**config.mk**
```make
export PLATFORM = sky130hd
export DESIGN_NAME = ss_ss_check
export DESIGN_NICKNAME = d
export VERILOG_FILES = /design/src/rtl/ss_perm_pkg.sv /design/src/rtl/ss_ss_check.sv
export SDC_FILE = /design/constraint.sdc
export NUM_CORES = 1
export LEC_CHECK = 0
export ABC_AREA = 1
export BUFFER_PORTS_ARGS = -buffer_cell sky130_fd_sc_hd__buf_2
export CAP_MARGIN = 20
export CORE_AREA = 3 3 40 42
export DETAILED_ROUTE_END_ITERATION = 16
export DIE_AREA = 0 0 43 45
export GPL_TIMING_DRIVEN = 0
export PLACE_DENSITY = 0.37
export REMOVE_ABC_BUFFERS = 1
export SLEW_MARGIN = 20
export SYNTH_ARGS = -nofsm -noshare
export SYNTH_HDL_FRONTEND = slang
export SYNTH_SLANG_ARGS = --single-unit
```
**constraint.sdc**
```tcl
create_clock -name vclk -period 2.3
set_clock_uncertainty 0.1 [all_clocks]
set_input_delay 0.46 -clock vclk [all_inputs]
set_output_delay 0.46 -clock vclk [all_outputs]
set_load 0.05 [all_outputs]
```
**src/rtl/ss_perm_pkg.sv**
```systemverilog
package ss_perm_pkg;
  typedef enum logic [2:0] {
    ACC_PUSH   = 3'd0,
    ACC_POPCHK = 3'd1,
    ACC_SWAP   = 3'd2,
    ACC_LOAD   = 3'd3,
    ACC_STORE  = 3'd4,
    ACC_FETCH  = 3'd5
  } acc_e;

  typedef enum logic [1:0] {
    PG_BAD,
    PG_SS,
    PG_RO,
    PG_OTHER
  } pg_e;

  localparam int CAUSE_W = 5;
  localparam logic [CAUSE_W-1:0] CS_FETCH_AF  = 5'd1;
  localparam logic [CAUSE_W-1:0] CS_STORE_AF  = 5'd7;
  localparam logic [CAUSE_W-1:0] CS_FETCH_PF  = 5'd12;
  localparam logic [CAUSE_W-1:0] CS_LOAD_PF   = 5'd13;
  localparam logic [CAUSE_W-1:0] CS_STORE_PF  = 5'd15;
  localparam logic [CAUSE_W-1:0] CS_STORE_GPF = 5'd23;

  typedef struct packed {
    logic               fault;
    logic [CAUSE_W-1:0] cause;
  } verdict_t;
endpackage

```
**src/rtl/ss_ss_check.sv**
```systemverilog
module ss_ss_check
  import ss_perm_pkg::*;
#(
  parameter int ADDR_LO_W = 3
) (
  input  acc_e                 acc_i,
  input  pg_e                  pg_i,
  input  logic                 paged_i,
  input  logic                 m_mode_i,
  input  logic                 virt_i,
  input  logic                 g_act_i,
  input  logic                 g_r_i,
  input  logic                 g_w_i,
  input  logic                 pmp_r_i,
  input  logic                 pmp_w_i,
  input  logic                 idem_i,
  input  logic                 swap_ok_i,
  input  logic                 xlen64_i,
  input  logic [ADDR_LO_W-1:0] addr_lo_i,
  output verdict_t             vd_o
);
  localparam logic [ADDR_LO_W-1:0] MASK32 = ADDR_LO_W'(3);
  localparam logic [ADDR_LO_W-1:0] MASK64 = ADDR_LO_W'(7);

  logic is_swap, misalign, mode_af, page_pf, page_af, g_gpf, pm_af;

  assign is_swap  = (acc_i == ACC_SWAP);
  assign misalign = !is_swap && (|(addr_lo_i & (xlen64_i ? MASK64 : MASK32)));
  assign mode_af  = m_mode_i ? is_swap : !paged_i;
  assign page_pf  = !m_mode_i && (pg_i == PG_BAD || pg_i == PG_RO);
  assign page_af  = !m_mode_i && (pg_i == PG_OTHER);
  assign g_gpf    = !m_mode_i && virt_i && g_act_i && !(g_r_i && g_w_i);
  assign pm_af    = !(pmp_r_i && pmp_w_i) || !idem_i || (is_swap && !swap_ok_i);

  // fixed priority: alignment/mode, page type, guest stage, physical
  always_comb begin
    vd_o = '0;
    if (misalign || mode_af)  vd_o = '{fault: 1'b1, cause: CS_STORE_AF};
    else if (page_pf)         vd_o = '{fault: 1'b1, cause: CS_STORE_PF};
    else if (page_af)         vd_o = '{fault: 1'b1, cause: CS_STORE_AF};
    else if (g_gpf)           vd_o = '{fault: 1'b1, cause: CS_STORE_GPF};
    else if (pm_af)           vd_o = '{fault: 1'b1, cause: CS_STORE_AF};
  end

  always_comb begin
    if (misalign)
      assert_misalign_af_R5: assert (vd_o.fault && vd_o.cause == CS_STORE_AF);
    if (vd_o.fault)
      assert_store_type_R6: assert (vd_o.cause == CS_STORE_AF ||
                                    vd_o.cause == CS_STORE_PF ||
                                    vd_o.cause == CS_STORE_GPF);
  end
endmodule

```
==> Word-level counts from Yosys, hierarchy flattened <==
Index checks and enable logic that the tools add are counted.
{ "totals": {"out_inout_bits": 6, "memories": 0, "input_bits": 19, "latch_bits": 0, "rom_bits": 0, "ram_bits": 0, "reg_bits": 0} }
{ "classes": {"eq_ne": 3, "n_addsub": 0, "bitwise": 1, "mux": 7, "multipliers": 0, "n_reduce_logical": 22, "shifts": 0, "magnitude_cmp": 0, "div": 0} }
{ "ops": {"columns": ["op", "n"], "rows": [
  ["two-way mux 6 bit", 5],
  ["logical AND 1 bit", 9],
  ["zero test 1 bit", 7],
  ["== test 2 bit (second input constant)", 2],
  ["logical OR 1 bit", 4],
  ["bitwise AND 3 bit", 1],
  ["== test 3 x 2 -> 1 bit (second input constant)", 1],
  ["two-way mux 3 bit", 1],
  ["OR reduction 3 bit", 1],
  ["zero test 2 bit", 1],
  ["two-way mux 1 bit", 1]
]} }

==> Longest topological paths before layout <==
{ "depth": {"word_depth": 9, "mapped_depth": 7, "mapped_depth_nobuf": 6} }

==> Least setup slack after synthesis <==
OpenSTA, ideal clock, no wires.
{ "synth_timing": {"kind": "in2out", "start": "input m_mode_i", "end": "output vd_o[1] (netlist bit)", "path_slack_ns": 0.283, "path_stages": 5, "t_arrival_ns": 1.457, "t_required_ns": 1.740, "cell_sequence": "or2_1 nand2_1 nor2_1 nand2_1 buf_4"} }
{ "synth_rtl": {"columns": ["item", "line_no", "rtl"], "rows": [
  ["start, declared", "ss_ss_check.sv:9", "input logic m_mode_i,"],
  ["end, declared", "ss_ss_check.sv:20", "output verdict_t vd_o"]
]} }

==> reports/metrics.yaml <==
syn_inst: 37
ir_worst_vdd_uv: 34.50
hold_slack_ps: 1239
yosysWarningCount: 0
post-place-ws_ps: 460.8
portBuffers: 25
cpMaxStageDelayCell: "buf_2"
diodes: 0
power.density_mw_per_mm2: 133.4
post-cts-setup-buffers: 0
drc_errors: 0
whs_path_depth: 5
vias: 256
wl_um: 498
gp_congestion: 0.6504
rows: 13
nClkBuffers: 0
yosys.area.top_type: "nand2_1"
avgSynthCellArea_um2: 4.531
status: "complete, no violations"
finalNonFillerCells: 74
dp_cells: 74
io_pins: 25
hold_path_class: "in -> out"
die_h_um: 45
p_total_uw: 38.56
arrival_ps: 1280
p_leak_nw: 0.1956
antenna_found_initial: 0
seq_area_um2: 0
grt_max_degree: 5
vias_per_cell: 3.459
grt_pass1_wl_um: 683
cts_hold_buf: 0
p_int_uw: 18.27
max_freq_mhz: 544.5
core_mm2: 0.001285
drv_cap: 0
initial_core_util_pct: 13.05
postLayoutCoreUtil_pct: 22.49
setup_ws_ps: 463.5
drive_gt1_share_pct: 44.07
fin_crit_sh_pct: 79.85
hpwl_um: 462.7
netSwitchingPower_uw: 20.29
drt_iter0_drc: 2
pwr-share-clk_pct: 0
worstSetupEndpointType: "primary output"
synthMostInstantiatedCell: "nand2_1"
grt_usage_pct: 4.146
power_frac_comb_pct: 100.0
min_period_ps: 1836
fin_area_um2: 289.0
wl_per_cell_um: 6.730
p_seq_share_pct: 0
final_nets: 80
synth_cell_types: 10
drv_slew: 0
setup_tns_ps: 0
drtPass1Iterations: 3
ant_nets: 0
synth-seq-area-share_pct: 0
setup-violations-final: 0
worstPathRequired_ps: 1740
final_hold_viol_count: 0
chipWidth_um: 43
critPathLaunchType: "input port"
synth_top_area_share_pct: 22.39
first_global_vias: 210
path_class: "in -> out"
rsz0062_at_grt: "false"
synth_common_cells: "nand2_1 (10), inv_1 (8), nor2_1 (6)"
worstPathCellList: "buf_2 > or2_1 > nand2_1 > nor2_1 > nand2_1 > buf_2"
maxSlewHeadroom_pct: 83.46
area_growth_syn_to_layout_pct: 72.39
cts.repair.resized: 0
netlist_area_um2: 167.7
p_sw_share_pct: 52.62
design.seq.count: 0
worst_pin_slew_ps: 249.8
synthTopCellsByArea: "nand2_1 (22%), inv_1 (18%), nand3_1 (15%)"
die_area_mm2: 0.001935
crit_path_max_fanout: 4
grt.overflow.total: 0
placed_cell_area_um2: 289.0
worst_path_largest_cell_delay_ps: 270
-- logic make-up after synthesis --
kind of cell,Yosys count,share of synthesized area [%]
AND/OR/NAND/NOR,25,65.68
buffers and inverters,11,31.34
AO/OA/AOI/OAI,1,2.982
-- critical path: cells and delay by family --
family	cells	cell delay (ps)
buffers and inverters	2	380
AND/OR/NAND/NOR	4	430
-- power groups by stage --
stage          registers [mW]  logic, mW  clock network [mW]
2_1_floorplan               0     0.0195                   0
3_3_place_gp                0     0.0386                   0
3_5_place_dp                0     0.0389                   0
4_1_cts                     0     0.0390                   0
5_1_grt                     0     0.0432                   0
6_report                    0     0.0386                   0
-- layout make-up --
class	instances	area, um2
Timing Repair Buffer	25	125.1
Multi-Input combinational cell	26	115.1
Inverter	8	30.03
Fill cell	153	996.0
Tap cell	15	18.77
-- final timing paths --
path	startpoint	to	slack [ps]
setup / recovery	m_mode_i	vd_o[5]	460
hold / removal	pg_i[0]	vd_o[3]	1240
-- layer usage --
layer	global-route usage (%)	routed length [um]	vias to the layer above
met1	6.190	237	87
li1	-	-	156
met3	0.3984	63	0
met5	0	0	-
met2	6.886	198	13
met4	0	0	0
-- placed cells by master (no fill, tap or decap) --
cell type / instances
o21ai_0: 1
nand2_1: 10
nand4_1: 1
nand3_1: 5
inv_1: 8
or2_1: 1
buf_2: 25
and3_1: 1
nor2_1: 6
nor2_2: 1
(Power assumes the default switching activity.)
